===== src/rtl/ptimer_pkg.sv =====
`timescale 1ns/1ps
package ptimer_pkg;
  typedef enum logic {SEG_LO = 1'b0, SEG_HI = 1'b1} seg_e;

  localparam int IN_COUNT     = 6;
  localparam int IDX_RUN_HI   = 0;
  localparam int IDX_RUN_LO_N = 1;
  localparam int IDX_TRIG_P   = 2;
  localparam int IDX_TRIG_N   = 3;
  localparam int IDX_RETRIG   = 4;
  localparam int IDX_STOP     = 5;
endpackage


===== src/rtl/ptimer_sync.sv =====
`timescale 1ns/1ps
module ptimer_sync #(
  parameter int              W       = 6,
  parameter int              STAGES  = 2,
  parameter logic [W-1:0]    RST_VAL = '0
) (
  input  logic         clk,
  input  logic         rst_n,
  input  logic [W-1:0] din,
  output logic [W-1:0] dout
);
  logic [STAGES-1:0][W-1:0] stg_q, stg_d;

  always_comb begin
    stg_d = {stg_q[STAGES-2:0], din};
  end

  always_ff @(posedge clk or negedge rst_n) begin
    if (!rst_n) stg_q <= {STAGES{RST_VAL}};
    else        stg_q <= stg_d;
  end

  assign dout = stg_q[STAGES-1];
endmodule


===== src/rtl/ptimer_edge.sv =====
`timescale 1ns/1ps
module ptimer_edge #(
  parameter int           W       = 3,
  parameter logic [W-1:0] RST_VAL = '0
) (
  input  logic         clk,
  input  logic         rst_n,
  input  logic [W-1:0] lvl,
  output logic [W-1:0] tog
);
  logic [W-1:0] prev_q;

  always_ff @(posedge clk or negedge rst_n) begin
    if (!rst_n) prev_q <= RST_VAL;
    else        prev_q <= lvl;
  end

  assign tog = lvl ^ prev_q;
endmodule


===== src/rtl/ptimer_phase.sv =====
`timescale 1ns/1ps
module ptimer_phase
  import ptimer_pkg::*;
#(
  parameter int CNT_W = 16
) (
  input  logic             clk,
  input  logic             rst_n,
  input  logic             start_i,
  input  logic             next_i,
  input  logic             kill_i,
  input  logic [CNT_W-1:0] len_init_i,
  input  logic [CNT_W-1:0] len_hi_i,
  input  logic [CNT_W-1:0] len_lo_i,
  output logic             busy_o,
  output logic             osc_o,
  output logic             cyc_end_o
);
  logic             active_q, active_d;
  seg_e             seg_q, seg_d;
  logic [CNT_W-1:0] cnt_q, cnt_d;

  // Load value for a segment; a zero length behaves as one
  function automatic logic [CNT_W-1:0] load_of(input logic [CNT_W-1:0] len);
    return (len == '0) ? '0 : len - 1'b1;
  endfunction

  assign cyc_end_o = active_q && (seg_q == SEG_LO) && (cnt_q == '0);
  assign busy_o    = active_q;
  assign osc_o     = active_q && (seg_q == SEG_HI);

  always_comb begin
    active_d = active_q;
    seg_d    = seg_q;
    cnt_d    = cnt_q;
    if (kill_i) begin
      active_d = 1'b0;
      seg_d    = SEG_LO;
      cnt_d    = '0;
    end else if (start_i) begin
      active_d = 1'b1;
      seg_d    = SEG_HI;
      cnt_d    = load_of(len_init_i);
    end else if (active_q) begin
      if (cnt_q != '0) begin
        cnt_d = cnt_q - 1'b1;
      end else if (seg_q == SEG_HI) begin
        seg_d = SEG_LO;
        cnt_d = load_of(len_lo_i);
      end else if (next_i) begin
        seg_d = SEG_HI;
        cnt_d = load_of(len_hi_i);
      end else begin
        active_d = 1'b0;
      end
    end
  end

  always_ff @(posedge clk or negedge rst_n) begin
    if (!rst_n) begin
      active_q <= 1'b0;
      seg_q    <= SEG_LO;
      cnt_q    <= '0;
    end else begin
      active_q <= active_d;
      seg_q    <= seg_d;
      cnt_q    <= cnt_d;
    end
  end

  assert_first_seg_high_R3: assert property (@(posedge clk) disable iff (!rst_n)
    (start_i && !kill_i) |=> (busy_o && osc_o));

  assert_cycle_end_stops_R5: assert property (@(posedge clk) disable iff (!rst_n)
    (cyc_end_o && !next_i && !start_i) |=> !busy_o);
endmodule


===== src/rtl/ptimer_ctrl.sv =====
`timescale 1ns/1ps
module ptimer_ctrl (
  input  logic clk,
  input  logic rst_n,
  input  logic en_i,
  input  logic stop_i,
  input  logic trig_go_i,
  input  logic rtr_lvl_i,
  input  logic rtr_rise_i,
  input  logic busy_i,
  input  logic cyc_end_i,
  output logic start_o,
  output logic next_o,
  output logic kill_o,
  output logic q_o
);
  logic q_q, q_d;
  logic free_q, free_d;
  logic ext_q, ext_d;
  logic cont;

  assign kill_o  = stop_i || (busy_i && free_q && !en_i);
  assign start_o = !stop_i && !busy_i && (en_i || trig_go_i || rtr_rise_i);
  assign cont    = ext_q || rtr_lvl_i;
  assign next_o  = busy_i && cyc_end_i && (free_q || cont);
  assign q_o     = q_q;

  always_comb begin
    q_d    = q_q;
    free_d = free_q;
    ext_d  = ext_q;
    if (kill_o) begin
      q_d    = 1'b0;
      free_d = 1'b0;
      ext_d  = 1'b0;
    end else if (start_o) begin
      q_d    = 1'b1;
      free_d = en_i;
      ext_d  = 1'b0;
    end else if (busy_i) begin
      if (cyc_end_i) begin
        ext_d = 1'b0;
        if (free_q)     q_d = !q_q;
        else if (!cont) q_d = 1'b0;
      end else if (!free_q && rtr_rise_i) begin
        ext_d = 1'b1;
      end
    end
  end

  always_ff @(posedge clk or negedge rst_n) begin
    if (!rst_n) begin
      q_q    <= 1'b0;
      free_q <= 1'b0;
      ext_q  <= 1'b0;
    end else begin
      q_q    <= q_d;
      free_q <= free_d;
      ext_q  <= ext_d;
    end
  end

  assert_stop_forces_low_R9: assert property (@(posedge clk) disable iff (!rst_n)
    stop_i |=> !q_q);

  assert_q_steady_in_cycle_R2: assert property (@(posedge clk) disable iff (!rst_n)
    (busy_i && !cyc_end_i && !kill_o) |=> $stable(q_q));

  assert_idle_stays_low_R10: assert property (@(posedge clk) disable iff (!rst_n)
    (!busy_i && !start_o) |=> !q_q);
endmodule


===== src/rtl/gated_pulse_timer.sv =====
`timescale 1ns/1ps
module gated_pulse_timer
  import ptimer_pkg::*;
#(
  parameter int CNT_W       = 16,
  parameter int SYNC_STAGES = 2
) (
  input  logic             clk,
  input  logic             rst_n,
  input  logic             run_hi,
  input  logic             run_lo_n,
  input  logic             trig_p,
  input  logic             trig_n,
  input  logic             retrig,
  input  logic             stop,
  input  logic [CNT_W-1:0] len_init,
  input  logic [CNT_W-1:0] len_hi,
  input  logic [CNT_W-1:0] len_lo,
  output logic             q,
  output logic             q_n,
  output logic             osc
);
  localparam logic [IN_COUNT-1:0] SYNC_RST = IN_COUNT'(1) << IDX_RUN_LO_N;
  localparam int                  EDGE_W   = IDX_RETRIG - IDX_TRIG_P + 1;

  logic [IN_COUNT-1:0] raw, lvl;
  logic [EDGE_W-1:0]   tog;
  logic en, trig_go, rtr_rise;
  logic start, next, kill, busy, cyc_end;

  assign raw = {stop, retrig, trig_n, trig_p, run_lo_n, run_hi};

  ptimer_sync #(.W(IN_COUNT), .STAGES(SYNC_STAGES), .RST_VAL(SYNC_RST)) sync_i (
    .clk(clk), .rst_n(rst_n), .din(raw), .dout(lvl));

  ptimer_edge #(.W(EDGE_W), .RST_VAL(SYNC_RST[IDX_RETRIG:IDX_TRIG_P])) edge_i (
    .clk(clk), .rst_n(rst_n), .lvl(lvl[IDX_RETRIG:IDX_TRIG_P]), .tog(tog));

  assign en       = lvl[IDX_RUN_HI] || !lvl[IDX_RUN_LO_N];
  assign trig_go  = (tog[IDX_TRIG_P-IDX_TRIG_P] && lvl[IDX_TRIG_P] && !lvl[IDX_TRIG_N])
                 || (tog[IDX_TRIG_N-IDX_TRIG_P] && !lvl[IDX_TRIG_N] && lvl[IDX_TRIG_P]);
  assign rtr_rise = tog[IDX_RETRIG-IDX_TRIG_P] && lvl[IDX_RETRIG];

  ptimer_ctrl ctrl_i (
    .clk(clk), .rst_n(rst_n), .en_i(en), .stop_i(lvl[IDX_STOP]),
    .trig_go_i(trig_go), .rtr_lvl_i(lvl[IDX_RETRIG]), .rtr_rise_i(rtr_rise),
    .busy_i(busy), .cyc_end_i(cyc_end),
    .start_o(start), .next_o(next), .kill_o(kill), .q_o(q));

  ptimer_phase #(.CNT_W(CNT_W)) phase_i (
    .clk(clk), .rst_n(rst_n), .start_i(start), .next_i(next), .kill_i(kill),
    .len_init_i(len_init), .len_hi_i(len_hi), .len_lo_i(len_lo),
    .busy_o(busy), .osc_o(osc), .cyc_end_o(cyc_end));

  assign q_n = !q;
endmodule


===== config.mk =====
export PLATFORM = sky130hd
export DESIGN_NAME = gated_pulse_timer
export DESIGN_NICKNAME = d
export VERILOG_FILES = /design/src/rtl/ptimer_pkg.sv /design/src/rtl/ptimer_sync.sv /design/src/rtl/ptimer_edge.sv /design/src/rtl/ptimer_phase.sv /design/src/rtl/ptimer_ctrl.sv /design/src/rtl/gated_pulse_timer.sv
export SDC_FILE = /design/constraint.sdc
export NUM_CORES = 1
export LEC_CHECK = 0
export BUFFER_PORTS_ARGS = -buffer_cell sky130_fd_sc_hd__buf_2
export CAP_MARGIN = 20
export CORE_MARGIN = 3
export CORE_UTILIZATION = 40
export CTS_CLUSTER_SIZE = 40
export DETAILED_ROUTE_END_ITERATION = 10
export PLACE_DENSITY = 0.67
export SLEW_MARGIN = 10
export SYNTH_ARGS = -nofsm -noshare
export SYNTH_HDL_FRONTEND = slang
export SYNTH_SLANG_ARGS = --single-unit

===== constraint.sdc =====
create_clock -name clk -period 2.85 [get_ports clk]
set_input_delay 0.57 -clock clk [delete_from_list [all_inputs] [get_ports clk]]
set_output_delay 0.57 -clock clk [all_outputs]
set_load 0.005 [all_outputs]

Word level (Yosys, flattened, before mapping)
Index checks and enable logic that the tools add are counted.
{"block": "op_classes", "bitwise_logic": 2, "eq_ne": 2, "muxes": 33, "add_sub_neg": 4, "reduce_logical": 43}
{"operator": "two-way mux 16 bit", "n": 9}
{"operator": "logical NOT 16 bit", "n": 4}
{"operator": "subtractor 16 x 1 -> 16 bit (second input constant)", "n": 4}
{"operator": "two-way mux 1 bit", "n": 24}
{"operator": "nonzero test 16 bit", "n": 1}
{"operator": "logical AND 1 bit", "n": 15}
{"operator": "logical NOT 1 bit", "n": 7}
{"operator": "logical OR 1 bit", "n": 7}
{"operator": "AND reduction 2 bit", "n": 3}
{"operator": "nonzero test 3 bit", "n": 2}
{"operator": "nonzero test 5 bit", "n": 1}
{"operator": "inequality test 4 x 1 -> 1 bit (second input constant)", "n": 1}
{"operator": "nonzero test 4 bit", "n": 1}
{"operator": "inequality test 3 bit (second input constant)", "n": 1}
{"operator": "AND reduction 3 bit", "n": 1}
{"operator": "bitwise XOR 3 bit", "n": 1}
{"operator": "nonzero test 2 bit", "n": 1}
{"operator": "inverter 1 bit", "n": 1}
{"block": "word_totals", "in_bits": 56, "word_cells": 93, "out_inout_bits": 3, "reg_bits": 36}

Depth between registers and ports, before layout
Gate-level depths: netlist of run 1.
{"block": "logic_depth", "ltp_word": 11, "mapped_depth": 10, "ltp_nobuf": 8}

Modules after synthesis
From an unflattened synthesis of run 1, not the netlist that was laid out.
{"block": "hier_totals", "cells_unflattened": 372, "area_unflattened_um2": 3089.2}
{"module": "ptimer_phase", "n_inst": 1, "seq_area_each_um2": 450.4, "area_per_inst_um2": 2451.1, "cells_per_inst": 327}
{"module": "ptimer_sync", "n_inst": 1, "seq_area_each_um2": 302.8, "area_per_inst_um2": 302.8, "cells_per_inst": 12}
{"module": "ptimer_ctrl", "n_inst": 1, "seq_area_each_um2": 75.1, "area_per_inst_um2": 201.4, "cells_per_inst": 22}
{"module": "ptimer_edge", "n_inst": 1, "seq_area_each_um2": 75.1, "area_per_inst_um2": 101.3, "cells_per_inst": 6}
{"module": "gated_pulse_timer", "n_inst": 1, "seq_area_each_um2": 0.0, "area_per_inst_um2": 32.5, "cells_per_inst": 5}

Least setup slack after synthesis of run 1
OpenSTA, ideal clock, no wires.
{"block": "synth_path", "kind": "input to register", "start": "input port len_hi[0]", "end": "register phase_i.cnt_q[14]", "setup_slack_ns": 0.233, "n_path_buf": 0, "setup_time_ns": 0.122, "required_ns": 2.728, "path_stages": 8, "arrival_ns": 2.495, "cell_sequence": "inv_1 ha_1 or3b_2 or2_0 nor4_1 mux2i_1 o221ai_1 a32o_1"}
{"block": "synth_between", "elab_chain_len": 8, "word_cells_on_any_way": 9, "classes_between": "add/sub (1); mux (7); reduce/logical (1)"}
{"element": "start: declaration", "line": "gated_pulse_timer.sv:17", "rtl": "input logic [CNT_W-1:0] len_hi,"}
{"element": "subtractor 16 x 1 -> 16 bit or logical NOT 16 bit (tied branches)", "line": "ptimer_phase.sv:25", "rtl": "return (len == '0) ? '0 : len - 1'b1;"}
{"element": "two-way mux 16 bit (*)", "line": "ptimer_phase.sv:25"}
{"element": "two-way mux 16 bit (*)", "line": "ptimer_phase.sv:50", "rtl": "end else if (next_i) begin"}
{"element": "two-way mux 16 bit (*)", "line": "ptimer_phase.sv:47", "rtl": "end else if (seg_q == SEG_HI) begin"}
{"element": "two-way mux 16 bit (*)", "line": "ptimer_phase.sv:45", "rtl": "if (cnt_q != '0) begin"}
{"element": "two-way mux 16 bit (*)", "line": "ptimer_phase.sv:44", "rtl": "end else if (active_q) begin"}
{"element": "two-way mux 16 bit (*)", "line": "ptimer_phase.sv:40", "rtl": "end else if (start_i) begin"}
{"element": "two-way mux 16 bit (*)", "line": "ptimer_phase.sv:36", "rtl": "if (kill_i) begin"}
{"element": "end signal: assignment", "line": "ptimer_phase.sv:67", "rtl": "cnt_q <= cnt_d;"}
{"element": "end: declaration", "line": "ptimer_phase.sv:21", "rtl": "logic [CNT_W-1:0] cnt_q, cnt_d;"}
Mark *: on every way between the ends. The rest lies on a longest branch, timed or not. The select of a mux whose other input is x is not followed.
A chain may end at the register's enable or synchronous reset.

Worst setup path in the final report of run 1
{"block": "layout_path", "start": "register phase_i.cnt_q[0]", "end": "register phase_i.cnt_q[3]"}
{"block": "layout_between", "elab_chain_len": 6, "word_cells_on_any_way": 12, "classes_between": "add/sub (1); mux (4); reduce/logical (7)"}
{"element": "parallel branches: the longest is 6 deep, another holds subtractor 16 x 1 -> 16 bit"}
Several ways; the timed one is not identified. The select of a mux whose other input is x is not followed.

==> results_tabular.tex, run 1 <==
\begin{tabular}{lr}
\hline
Metric & Value \\
\hline
\multicolumn{2}{l}{\textbf{Worst setup path}} \\
\quad WP data required & 3.03 ns \\
\quad Reg2reg setup slack & 0.26 ns \\
\quad Type of the worst setup path & flop to flop \\
\quad Critical Path End Type & flop \\
\quad Critical path arrival & 2.77 ns \\
\quad Critical Path Source Type & flop \\
\quad Highest net fanout along the worst path & 7 \\
\multicolumn{2}{l}{\textbf{Pwr}} \\
\quad Switching Share & 0.366 \\
\quad Internal power contribution & 1130 uW \\
\quad Leakage & 0.00153 uW \\
\quad Combinational group share of total power & 0.392 \\
\quad Worst-case vdd ir drop & 0.251 mV \\
\quad Net switching power & 652 uW \\
\quad Total power per unit cell area & 477 nW/um\^{}2 \\
\quad Sequential share of power & 0.358 \\
\quad Clock group share of total power & 0.250 \\
\multicolumn{2}{l}{\textbf{Yosys}} \\
\quad Number of distinct library cell variants in the gate-level netlist after synthesis & 65 \\
\quad Async set-reset flop share out of synthesis & 1.00 \\
\quad Total nets after synthesis & 427 \\
\quad Primary flip-flop cell chosen by synthesis mapping & sky130\_fd\_sc\_hd\_\_dfrtp\_1 \\
\quad Average footprint of a synthesized cell & 8.35 sq um \\
\quad Sequential area share after synthesis & 0.296 \\
\quad Cell area after synthesis & 3050 sq um \\
\quad Yosys reg bits & 36 \\
\quad Synthesized instance count & 365 \\
\quad Post-synth EDFFs & 0 \\
\quad Count of synthesis-stage warnings from yosys & 0 \\
\multicolumn{2}{l}{\textbf{Run status}} \\
\quad Outcome & finished, final reports clean \\
\multicolumn{2}{l}{\textbf{Floorplanning}} \\
\quad Top-level port count & 59 \\
\quad Core region area & 7330 sq um \\
\quad Starting Density & 0.416 \\
\quad Vertical die dimension & 93.3 um \\
\quad Die width & 93.3 um \\
\quad Number of rows created at floorplan & 31 \\
\quad Die footprint & 8710 sq um \\
\multicolumn{2}{l}{\textbf{Final layout}} \\
\quad Number of antenna cells inserted & 0 \\
\quad Share of layout cells above drive strength 1 & 0.243 \\
\quad Area of the multi-input gates & 2050 sq um \\
\quad Reg area & 903 sq um \\
\quad Synth-to-layout area growth & 22.4\% \\
\quad Final \#Nets & 509 \\
\quad Total of fill cells in the finished design & 712 \\
\quad Total non-filler cell area in the finished layout & 3730 sq um \\
\multicolumn{2}{l}{\textbf{Detailed routing}} \\
\quad Final ANT Viol Nets & 0 \\
\quad Number of vias in the routed layout & 3295 \\
\quad Detailed Route WL & 9230 um \\
\quad Ratio of routed vias to standard cells & 6.02 \\
\quad Number of detailed-route iterations in the first pass & 5 \\
\quad Number of DRC violations after detailed-routing iteration 0 & 212 \\
\quad Post-route DRC & 0 \\
\quad Final routed wire length divided by cell count & 16.9 um \\
\multicolumn{2}{l}{\textbf{Flow run}} \\
\quad Count of maximum capacitance violations & 0 \\
\multicolumn{2}{l}{\textbf{Timing}} \\
\quad Least-Margin Pin Slew & 0.821 ns \\
\quad Achievable frequency & 0.386 GHz \\
\quad Period minus WS final & 2.59 ns \\
\quad Setup repair after global routing missed its margin & no \\
\quad Final max-slew violation count & 0 \\
\quad Accumulated negative setup slack & 0 ns \\
\quad Final Skew & 0.00541 ns \\
\quad Relative max-transition margin & 0.451 \\
\quad Final worst path period share & 0.909 \\
\quad Hold Vio Cnt, Final & 0 \\
\quad Final setup viols & 0 \\
\multicolumn{2}{l}{\textbf{Clocking}} \\
\quad Clk buf depth & 2 \\
\quad CTS tree & done \\
\quad Clock root cell & sky130\_fd\_sc\_hd\_\_clkbuf\_8 \\
\quad Clock latency of the later-clocked register in the worst-skew pair & 0.29 ns \\
\quad CTS buffer count & 5 \\
\quad Clock Pin Slew Worst Setup and Hold Paths & 0.07 ns \\
\quad H-tree lvl count & 2 \\
\quad Clock net sink count & 36 \\
\multicolumn{2}{l}{\textbf{Global route}} \\
\quad Largest net degree at the start of global routing & 37 \\
\quad Number of antenna violations at the first check in global routing & 0 \\
\quad Vias in the first global route & 3133 \\
\quad Global-route wire length before repair & 15500 um \\
\quad Remaining global-route overflow & 0 \\
\quad Overall Global Routing Usage & 0.223 \\
\multicolumn{2}{l}{\textbf{Place}} \\
\quad Placer's final routability congestion estimate & 0.955 \\
\quad Cell area after placement & 3620 sq um \\
\quad PortBufs & 58 \\
\quad Total half-perimeter wirelength after legalization and detailed placement & 7470 um \\
\multicolumn{2}{l}{\textbf{Min path}} \\
\quad Hold Path Class & input pin to async pin \\
\hline
\end{tabular}
[worst paths after layout]
path	from	depth (start not counted)	to
max reg2reg	phase_i.cnt_q[0]	8	phase_i.cnt_q[3]
min in group clk	sync_i.stg_d[11]	0	sync_i.dout[5]
max	phase_i.cnt_q[0]	8	phase_i.cnt_q[3]
min reg2reg	sync_i.stg_d[11]	0	sync_i.dout[5]
min	rst_n	1	sync_i.stg_d[6]
max in group asynchronous	rst_n	1	phase_i.cnt_q[2]
[cell families after synthesis]
logic type | after synthesis | share of synthesized area
AND/OR/NAND/NOR | 155 | 0.287
AO/OA/AOI/OAI | 109 | 0.256
flip-flops | 36 | 0.296
XOR/XNOR | 27 | 0.0776
buffers and inverters | 24 | 0.0312
multiplexers | 8 | 0.0271
adder cells (fa/ha/maj) | 6 | 0.0246
[cell type report]
class	instances	area share
Inverter	14	0.0141
Sequential cell	36	0.242
Tap cell	99	0.0332
Timing Repair Buffer	85	0.132
Clock inverter	2	0.00939
Clock buffer	6	0.0194
Multi-Input combinational cell	305	0.550
[flip-flops by register name (all words and copies together) (netlist names)]
name / flops
sync_i.dout: 6
phase_i.busy_o: 1
edge_i.prev_q: 3
ctrl_i.ext_q: 1
ctrl_i.q_o: 1
phase_i.cnt_q: 16
phase_i.seg_q: 1
sync_i.stg_d: 6
ctrl_i.free_q: 1
[power by group through the flow]
stage	Sequential (uW)	Combinational, uW	Clock [uW]
after floorplan	625	426	0
after global placement	643	681	0
after detailed placement	645	681	0
after CTS	635	687	451
after global routing	648	767	471
final	638	698	444
[metrics by stage]
step                      utilization  hold slack [ns]  total power, uW  instances  setup slack (ns)
final                           0.509            0.350             1780        547             0.260
after global routing            0.509            0.359             1890        547            0.0559
after CTS                       0.509            0.353             1770        547             0.149
after detailed placement        0.494            0.339             1330        539            0.0764
after global placement          0.494            0.332             1320        539             0.142
after floorplan                     -            0.274             1050        365             0.233
[worst max-delay path, stage by stage (launching register included)]
cell and delay [ns]:
sky130_fd_sc_hd__dfrtp_1 0.38, sky130_fd_sc_hd__inv_1 0.10, sky130_fd_sc_hd__ha_1 0.22, sky130_fd_sc_hd__or4b_2 0.62, sky130_fd_sc_hd__nor3_1 0.19, sky130_fd_sc_hd__and3_2 0.33
sky130_fd_sc_hd__o221ai_1 0.22, sky130_fd_sc_hd__a22o_1 0.24, sky130_fd_sc_hd__a22o_1 0.17
[routing by layer]
| layer | global-route usage | part of all wire | up-vias |
|---|---|---|---|
| li1 | - | - | 1590 |
| met1 | 0.314 | 0.45 | 1554 |
| met2 | 0.367 | 0.46 | 136 |
| met3 | 0.0185 | 0.078 | 15 |
| met4 | 0.0647 | 0.017 | 0 |
| met5 | 0 | 0 | - |
[synth_stat cells (7+ instances only)]
cell	instances	area share
sky130_fd_sc_hd__clkbuf_1	8	0.0098
sky130_fd_sc_hd__nor2_1	30	0.037
sky130_fd_sc_hd__nand2_1	25	0.031
sky130_fd_sc_hd__nand4_1	7	0.014
sky130_fd_sc_hd__nand3_1	10	0.016
sky130_fd_sc_hd__nor3_1	18	0.030
sky130_fd_sc_hd__dfrtp_1	34	0.28
sky130_fd_sc_hd__xnor2_1	12	0.034
sky130_fd_sc_hd__nor4_1	15	0.031
sky130_fd_sc_hd__or3_1	8	0.016
sky130_fd_sc_hd__a21oi_1	18	0.030
sky130_fd_sc_hd__o31ai_1	7	0.017
sky130_fd_sc_hd__o21ai_0	18	0.030
sky130_fd_sc_hd__xor2_1	15	0.043
sky130_fd_sc_hd__inv_1	14	0.017
[cells in the final DEF (no fill, tap or decap), types with 8 or more instances in the layout]
| cell type | instances |
|---|---|
| sky130_fd_sc_hd__xor2_1 | 15 |
| sky130_fd_sc_hd__nor4_1 | 15 |
| sky130_fd_sc_hd__nand3_1 | 10 |
| sky130_fd_sc_hd__dfrtp_1 | 34 |
| sky130_fd_sc_hd__nor2_1 | 30 |
| sky130_fd_sc_hd__xnor2_1 | 12 |
| sky130_fd_sc_hd__buf_2 | 58 |
| sky130_fd_sc_hd__buf_4 | 27 |
| sky130_fd_sc_hd__inv_1 | 14 |
| sky130_fd_sc_hd__a21oi_1 | 18 |
| sky130_fd_sc_hd__o21ai_0 | 18 |
| sky130_fd_sc_hd__nor3_1 | 18 |
| sky130_fd_sc_hd__nand2_1 | 25 |
| sky130_fd_sc_hd__or3_1 | 8 |
[repair_timing]
item,CTS,global route
resized for setup,0,1
setup endpoints to repair,0,1
endpoints found under the hold margin,0,0
hold buffers,0,0
buffers inserted,0,0
(Power assumes the default switching activity.)
==> run 2, diff against run 1 <==
--- a/config.mk
+++ b/config.mk
@@ -11,7 +11,7 @@
 export CORE_UTILIZATION = 40
 export CTS_CLUSTER_SIZE = 40
 export DETAILED_ROUTE_END_ITERATION = 10
-export PLACE_DENSITY = 0.67
+export PLACE_DENSITY = 0.62
 export SLEW_MARGIN = 10
 export SYNTH_ARGS = -nofsm -noshare
 export SYNTH_HDL_FRONTEND = slang
==> results_tabular.tex, run 2 (synthesis gave the netlist of run 1 again) <==
\begin{tabular}{lr}
\hline
Metric & Value \\
\hline
\multicolumn{2}{l}{\textbf{Worst setup path}} \\
\quad Master of the slowest instance on the critical path & sky130\_fd\_sc\_hd\_\_or4b\_2 \\
\quad Critical path arrival & 2.84 ns (+0.07 ns) \\
\quad Delay-heaviest family, CP & simple AND/OR/NAND/NOR gates \\
\quad Critical Path End Type & flop \\
\quad WP data required & 3.03 ns (about the same) \\
\quad CP max stage delay & 0.62 ns (about the same) \\
\quad Buf+Inv Stages, Crit Path & 1 (unchanged) \\
\quad Highest net fanout along the worst path & 7 (unchanged) \\
\quad Critical Path Source Type & flop \\
\quad Most repeated library cell on the critical path & sky130\_fd\_sc\_hd\_\_a22o\_1 \\
\quad Cell Chain, Critical Path & inv\_1 -> ha\_1 -> or4b\_2 -> nor3\_1 -> and3\_1 -> o221ai\_1 -> a22o\_1 -> a22o\_1 \\
\quad Type of the worst setup path & flop to flop \\
\multicolumn{2}{l}{\textbf{Floorplanning}} \\
\quad Die width & 93.3 um (unchanged) \\
\quad Top-level port count & 59 (unchanged) \\
\quad Core region area & 7330 sq um (unchanged) \\
\quad Starting Density & 0.416 (unchanged) \\
\quad Vertical die dimension & 93.3 um (unchanged) \\
\quad Number of rows created at floorplan & 31 (unchanged) \\
\quad Die footprint & 8710 sq um (unchanged) \\
\multicolumn{2}{l}{\textbf{Flow run}} \\
\quad Count of maximum capacitance violations & 0 (unchanged) \\
\multicolumn{2}{l}{\textbf{Pwr}} \\
\quad Leakage & 0.00153 uW (+0.33\%) \\
\quad Net switching power & 671 uW (+2.9\%) \\
\quad Sequential share of power & 0.353 (-0.005) \\
\quad Internal power contribution & 1130 uW (+0.17\%) \\
\quad Combinational group share of total power & 0.396 (+0.004) \\
\quad Clock group share of total power & 0.251 (about the same) \\
\quad Worst-case vdd ir drop & 0.249 mV (-0.90\%) \\
\quad Total power per unit cell area & 482 nW/um\^{}2 (+1.0\%) \\
\quad Switching Share & 0.373 (+0.00627) \\
\multicolumn{2}{l}{\textbf{Final layout}} \\
\quad Final Util & 0.510 (+0.000854) \\
\quad Register bank with the most flops & phase\_i.cnt\_q \\
\quad Final Non-Filler Cells & 548 (+0.18\%) \\
\quad Total of fill cells in the finished design & 712 (unchanged) \\
\quad Max FFs per register & 16 (unchanged) \\
\quad Share of layout cells above drive strength 1 & 0.243 (-0.000542) \\
\quad Most common cell after layout, fill and taps aside & sky130\_fd\_sc\_hd\_\_buf\_2 \\
\quad Number of antenna cells inserted & 0 (unchanged) \\
\quad Final \#Nets & 510 (+0.20\%) \\
\quad Reg area & 903 sq um (unchanged) \\
\quad Area of the multi-input gates & 2050 sq um (about the same) \\
\quad Synth-to-layout area growth & 22.6\% \\
\quad Leading cell types in the layout, fill and taps excluded & sky130\_fd\_sc\_hd\_\_buf\_2 (58), sky130\_fd\_sc\_hd\_\_dfrtp\_1 (34), sky130\_fd\_sc\_hd\_\_nor2\_1 (30), sky130\_fd\_sc\_hd\_\_buf\_4 (28), sky130\_fd\_sc\_hd\_\_nand2\_1 (25) \\
\multicolumn{2}{l}{\textbf{Global route}} \\
\quad Overall Global Routing Usage & 0.224 (+0.00104) \\
\quad Global-route wire length before repair & 15400 um (-0.63\%) \\
\quad Vias in the first global route & 3068 (-2.1\%) \\
\quad Largest net degree at the start of global routing & 37 (unchanged) \\
\quad Number of antenna violations at the first check in global routing & 0 (unchanged) \\
\quad Remaining global-route overflow & 0 (unchanged) \\
\multicolumn{2}{l}{\textbf{Detailed routing}} \\
\quad Final ANT Viol Nets & 0 (unchanged) \\
\quad Number of DRC violations after detailed-routing iteration 0 & 227 (+7.1\%) \\
\quad Number of vias in the routed layout & 3290 (-0.15\%) \\
\quad Ratio of routed vias to standard cells & 6.00 (-0.33\%) \\
\quad Final routed wire length divided by cell count & 17.2 um (+1.8\%) \\
\quad Post-route DRC & 0 (unchanged) \\
\quad Number of detailed-route iterations in the first pass & 5 (unchanged) \\
\quad Detailed Route WL & 9410 um (+2.0\%) \\
\multicolumn{2}{l}{\textbf{Clocking}} \\
\quad Post\_cts resized & 0 (unchanged) \\
\quad Clk buf depth & 2 (unchanged) \\
\quad Hold-fix buffers at CTS & 0 (unchanged) \\
\quad CTS buffer count & 5 (unchanged) \\
\quad Clock net sink count & 36 (unchanged) \\
\quad Clock Pin Slew Worst Setup and Hold Paths & 0.08 ns (about the same) \\
\quad Clock root cell & sky130\_fd\_sc\_hd\_\_clkbuf\_8 \\
\quad CTS tree & done \\
\quad Post-CTS repair timing setup buffer count & 0 (unchanged) \\
\quad H-tree lvl count & 2 (unchanged) \\
\quad Clock latency of the later-clocked register in the worst-skew pair & 0.30 ns (about the same) \\
\multicolumn{2}{l}{\textbf{Place}} \\
\quad Worst slack at placement & 0.120 ns (+0.0437 ns) \\
\quad Placer's final routability congestion estimate & 0.941 (-1.5\%) \\
\quad Number of cells after detailed placement & 540 (+0.19\%) \\
\quad PortBufs & 58 (unchanged) \\
\quad Total half-perimeter wirelength after legalization and detailed placement & 7470 um (about the same) \\
\multicolumn{2}{l}{\textbf{Timing}} \\
\quad Worst hold-check slack & 0.350 ns (+0.000228 ns) \\
\quad Final worst path period share & 0.935 (+0.0261) \\
\quad Final max-slew violation count & 0 (unchanged) \\
\quad Final Skew & 0.0132 ns (+0.00783 ns) \\
\quad Period minus WS final & 2.66 ns (+0.0745 ns) \\
\quad Least-Margin Pin Slew & 0.805 ns (-0.0163 ns) \\
\quad Achievable frequency & 0.375 GHz (-2.8\%) \\
\quad Hold Vio Cnt, Final & 0 (unchanged) \\
\quad Worst setup slack after layout & 0.185 ns (-0.0745 ns) \\
\quad Final setup viols & 0 (unchanged) \\
\quad Accumulated negative setup slack & 0 ns (unchanged) \\
\quad Relative max-transition margin & 0.464 (+0.0129) \\
\quad Setup repair after global routing missed its margin & no \\
\multicolumn{2}{l}{\textbf{Min path}} \\
\quad Hold Path Class & flop to flop \\
\multicolumn{2}{l}{\textbf{Run status}} \\
\quad Outcome & finished, final reports clean \\
\hline
\end{tabular}
-- run 2: final cells by class --
cell class / instances / area share
clock buffer: 6 / 0.0194
clock inverter: 2 / 0.00937
inverter: 14 / 0.0141
multi-input combinational: 305 / 0.549
sequential: 36 / 0.242
tap: 99 / 0.0331
timing repair buffer: 86 / 0.134
-- run 2: stage by stage --
| step | total power (uW) | area [sq um] |
|---|---|---|
| after floorplan | 1050 | 3050 |
| after global placement | 1330 | 3630 |
| after detailed placement | 1330 | 3630 |
| after CTS | 1790 | 3740 |
| after global routing | 1920 | 3740 |
| final | 1800 | 3740 |
-- run 2: path summary, 6_finish.rpt --
check	from	endpoint	slack, ns	cells after the start
hold / removal	sync_i.stg_d[8]	sync_i.dout[2]	0.35	0
setup reg to reg	phase_i.cnt_q[0]	phase_i.cnt_q[4]	0.19	8
min in group asynchronous	rst_n	phase_i.cnt_q[5]	0.36	1
max in group asynchronous	rst_n	phase_i.cnt_q[12]	1.98	1
hold reg to reg	sync_i.stg_d[8]	sync_i.dout[2]	0.35	0
setup / recovery	phase_i.cnt_q[0]	phase_i.cnt_q[4]	0.19	8
-- run 2: per-layer routing --
| layer | share of wire | GRT usage | vias up | wire length (um) |
|---|---|---|---|---|
| met4 | 0.019 | 0.0562 | 0 | 179 |
| met1 | 0.44 | 0.309 | 1531 | 4140 |
| met3 | 0.10 | 0.0539 | 17 | 943 |
| met2 | 0.44 | 0.353 | 157 | 4140 |
| met5 | 0 | 0 | - | 0 |
| li1 | - | - | 1585 | - |
-- run 2: power groups by stage --
stage	logic (uW)	clock network, uW	registers [uW]
floorplan	426	0	625
finish	713	453	635
CTS	697	457	633
global route	782	489	646
detailed placement	690	0	643
global placement	689	0	641
==> run 3, diff against run 2 <==
--- a/config.mk
+++ b/config.mk
@@ -9,10 +9,10 @@
 export CAP_MARGIN = 20
 export CORE_MARGIN = 3
 export CORE_UTILIZATION = 40
+export CTS_BUF_LIST = sky130_fd_sc_hd__clkbuf_4 sky130_fd_sc_hd__clkbuf_8 sky130_fd_sc_hd__clkbuf_16
 export CTS_CLUSTER_SIZE = 40
 export DETAILED_ROUTE_END_ITERATION = 10
 export PLACE_DENSITY = 0.62
-export SLEW_MARGIN = 10
 export SYNTH_ARGS = -nofsm -noshare
 export SYNTH_HDL_FRONTEND = slang
 export SYNTH_SLANG_ARGS = --single-unit
==> results_tabular.tex, run 3 (synthesis gave the netlist of run 1 again) <==
\begin{tabular}{lr}
\hline
Metric & Value \\
\hline
\multicolumn{2}{l}{\textbf{Flow run}} \\
\quad Count of maximum capacitance violations & 0 (unchanged) \\
\multicolumn{2}{l}{\textbf{Clocking}} \\
\quad Clock Pin Slew Worst Setup and Hold Paths & 0.08 ns (about the same) \\
\quad Clock latency of the later-clocked register in the worst-skew pair & 0.30 ns (about the same) \\
\quad Clock net sink count & 36 (unchanged) \\
\quad Post-CTS repair timing setup buffer count & 0 (unchanged) \\
\quad Clock root cell & sky130\_fd\_sc\_hd\_\_clkbuf\_8 \\
\quad Post\_cts resized & 0 (unchanged) \\
\quad H-tree lvl count & 2 (unchanged) \\
\quad CTS tree & done \\
\quad Hold-fix buffers at CTS & 0 (unchanged) \\
\quad Clk buf depth & 2 (unchanged) \\
\quad CTS buffer count & 5 (unchanged) \\
\multicolumn{2}{l}{\textbf{Timing}} \\
\quad Accumulated negative setup slack & 0 ns (unchanged) \\
\quad Setup repair after global routing missed its margin & no \\
\quad Relative max-transition margin & 0.462 (-0.00147) \\
\quad Least-Margin Pin Slew & 0.807 ns (+0.00220 ns) \\
\quad Achievable frequency & 0.373 GHz (-0.51\%) \\
\quad Final Skew & 0.0134 ns (+0.000204 ns) \\
\quad Final max-slew violation count & 0 (unchanged) \\
\quad Worst setup slack after layout & 0.172 ns (-0.0136 ns) \\
\quad Worst hold-check slack & 0.350 ns (+0.0000650 ns) \\
\quad Final setup viols & 0 (unchanged) \\
\quad Hold Vio Cnt, Final & 0 (unchanged) \\
\quad Final worst path period share & 0.940 (+0.00477) \\
\quad Period minus WS final & 2.68 ns (+0.0136 ns) \\
\multicolumn{2}{l}{\textbf{Detailed routing}} \\
\quad Post-route DRC & 0 (unchanged) \\
\quad Final ANT Viol Nets & 0 (unchanged) \\
\quad Number of vias in the routed layout & 3290 (unchanged) \\
\quad Number of DRC violations after detailed-routing iteration 0 & 227 (unchanged) \\
\quad Number of detailed-route iterations in the first pass & 5 (unchanged) \\
\quad Final routed wire length divided by cell count & 17.2 um (about the same) \\
\quad Detailed Route WL & 9400 um (about the same) \\
\quad Ratio of routed vias to standard cells & 6.00 (unchanged) \\
\multicolumn{2}{l}{\textbf{Final layout}} \\
\quad Share of layout cells above drive strength 1 & 0.245 (+0.00223) \\
\quad Leading cell types in the layout, fill and taps excluded & sky130\_fd\_sc\_hd\_\_buf\_2 (58), sky130\_fd\_sc\_hd\_\_dfrtp\_1 (34), sky130\_fd\_sc\_hd\_\_nor2\_1 (30), sky130\_fd\_sc\_hd\_\_buf\_4 (28), sky130\_fd\_sc\_hd\_\_nand2\_1 (25) \\
\quad Register bank with the most flops & phase\_i.cnt\_q \\
\quad Final Non-Filler Cells & 548 (unchanged) \\
\quad Most common cell after layout, fill and taps aside & sky130\_fd\_sc\_hd\_\_buf\_2 \\
\quad Synth-to-layout area growth & 22.7\% \\
\quad Max FFs per register & 16 (unchanged) \\
\quad Final Util & 0.510 (+0.000512) \\
\quad Final \#Nets & 510 (unchanged) \\
\quad Number of antenna cells inserted & 0 (unchanged) \\
\multicolumn{2}{l}{\textbf{Worst setup path}} \\
\quad Endpoint of the most critical register-to-register path & phase\_i.cnt\_q[4] \\
\quad Number of logic stages on the critical path including buffering & 8 (unchanged) \\
\quad Reg2reg setup slack & 0.17 ns (about the same) \\
\quad Delay-heaviest family, CP & simple AND/OR/NAND/NOR gates \\
\quad CP max stage delay & 0.63 ns (about the same) \\
\quad Critical Path End Type & flop \\
\quad Highest net fanout along the worst path & 7 (unchanged) \\
\quad Master of the slowest instance on the critical path & sky130\_fd\_sc\_hd\_\_or4b\_2 \\
\quad Count of cells along the worst register-to-register path & 8 (unchanged) \\
\quad Cell Chain, Critical Path & inv\_1 -> ha\_1 -> or4b\_2 -> nor3\_1 -> and3\_1 -> o221ai\_1 -> a22o\_1 -> a22o\_1 \\
\quad Buf+Inv Stages, Crit Path & 1 (unchanged) \\
\quad Launching element of the worst setup path & phase\_i.cnt\_q[0] \\
\quad Critical Path Source Type & flop \\
\quad Endpoint of the most critical setup path & phase\_i.cnt\_q[4] \\
\quad WP data required & 3.03 ns (about the same) \\
\quad Most repeated library cell on the critical path & sky130\_fd\_sc\_hd\_\_a22o\_1 \\
\quad Worst reg2reg startpoint & phase\_i.cnt\_q[0] \\
\quad Critical path arrival & 2.86 ns (+0.02 ns) \\
\quad Type of the worst setup path & flop to flop \\
\multicolumn{2}{l}{\textbf{Floorplanning}} \\
\quad Core region area & 7330 sq um (unchanged) \\
\quad Die width & 93.3 um (unchanged) \\
\quad Vertical die dimension & 93.3 um (unchanged) \\
\quad Top-level port count & 59 (unchanged) \\
\quad Starting Density & 0.416 (unchanged) \\
\quad Number of rows created at floorplan & 31 (unchanged) \\
\quad Die footprint & 8710 sq um (unchanged) \\
\multicolumn{2}{l}{\textbf{Pwr}} \\
\quad Total power per unit cell area & 484 nW/um\^{}2 (+0.42\%) \\
\quad Combinational group share of total power & 0.393 (-0.003) \\
\quad Switching Share & 0.371 (-0.00197) \\
\quad Worst-case vdd ir drop & 0.249 mV (+0.25\%) \\
\quad Sequential share of power & 0.351 (-0.002) \\
\quad Net switching power & 671 uW (about the same) \\
\quad Leakage & 0.00154 uW (+0.22\%) \\
\quad Clock group share of total power & 0.256 (+0.005) \\
\quad Internal power contribution & 1140 uW (+0.84\%) \\
\multicolumn{2}{l}{\textbf{Global route}} \\
\quad Number of antenna violations at the first check in global routing & 0 (unchanged) \\
\quad Remaining global-route overflow & 0 (unchanged) \\
\quad Vias in the first global route & 3068 (unchanged) \\
\quad Global-route wire length before repair & 15400 um (unchanged) \\
\quad Overall Global Routing Usage & 0.224 (unchanged) \\
\quad Largest net degree at the start of global routing & 37 (unchanged) \\
\multicolumn{2}{l}{\textbf{Place}} \\
\quad Number of cells after detailed placement & 540 (unchanged) \\
\quad PortBufs & 58 (unchanged) \\
\quad Placer's final routability congestion estimate & 0.941 (unchanged) \\
\quad Worst slack at placement & 0.120 ns (unchanged) \\
\quad Total half-perimeter wirelength after legalization and detailed placement & 7470 um (unchanged) \\
\multicolumn{2}{l}{\textbf{Min path}} \\
\quad Hold Path Class & flop to flop \\
\multicolumn{2}{l}{\textbf{Run status}} \\
\quad Outcome & finished, final reports clean \\
\hline
\end{tabular}
-- run 3: worst min-delay path by stage --
stage               cells after the start              from  slack (ns)              end
global route                            1          run_lo_n        0.37  sync_i.stg_d[7]
floorplan                               0             rst_n        0.27     ctrl_i.ext_q
finish                                  0   sync_i.stg_d[8]        0.35   sync_i.dout[2]
CTS                                     0   sync_i.stg_d[9]        0.36   sync_i.dout[3]
detailed placement                      0  sync_i.stg_d[11]        0.34   sync_i.dout[5]
global placement                        0   sync_i.stg_d[8]        0.33   sync_i.dout[2]
-- run 3: area by class of cell --
class | instances | area (sq um)
fill | 710 | 3590
multi-input combinational | 305 | 2050
sequential | 36 | 903
timing repair buffer | 86 | 500
tap | 99 | 124
clock buffer | 6 | 76.3
inverter | 14 | 52.6
clock inverter | 2 | 35.0
-- run 3: worst register-to-register path, stage by stage (launching register included) --
cell                       delay, ns
sky130_fd_sc_hd__dfrtp_1        0.38
sky130_fd_sc_hd__inv_1          0.11
sky130_fd_sc_hd__ha_1           0.18
sky130_fd_sc_hd__or4b_2         0.63
sky130_fd_sc_hd__nor3_1         0.20
sky130_fd_sc_hd__and3_1         0.39
sky130_fd_sc_hd__o221ai_1       0.25
sky130_fd_sc_hd__a22o_1         0.24
sky130_fd_sc_hd__a22o_1         0.18
-- run 3: power by group through the flow --
| stage | clock network, uW | logic, uW | registers [uW] |
|---|---|---|---|
| global placement | 0 | 689 | 641 |
| global route | 499 | 782 | 646 |
| floorplan | 0 | 426 | 625 |
| CTS | 467 | 697 | 633 |
| finish | 463 | 712 | 635 |
| detailed placement | 0 | 690 | 643 |
-- run 3: metal layers --
layer	up-vias	share of wire	track usage
li1	1586	-	-
met1	1538	0.45	0.309
met2	155	0.44	0.353
met3	11	0.092	0.0539
met4	0	0.016	0.0562
met5	-	0	0
-- run 3: stage by stage --
stage          instance area, sq um  power [uW]
2_1_floorplan                  3050        1050
3_3_place_gp                   3630        1330
3_5_place_dp                   3630        1330
4_1_cts                        3740        1800
5_1_grt                        3740        1930
6_report                       3740        1810
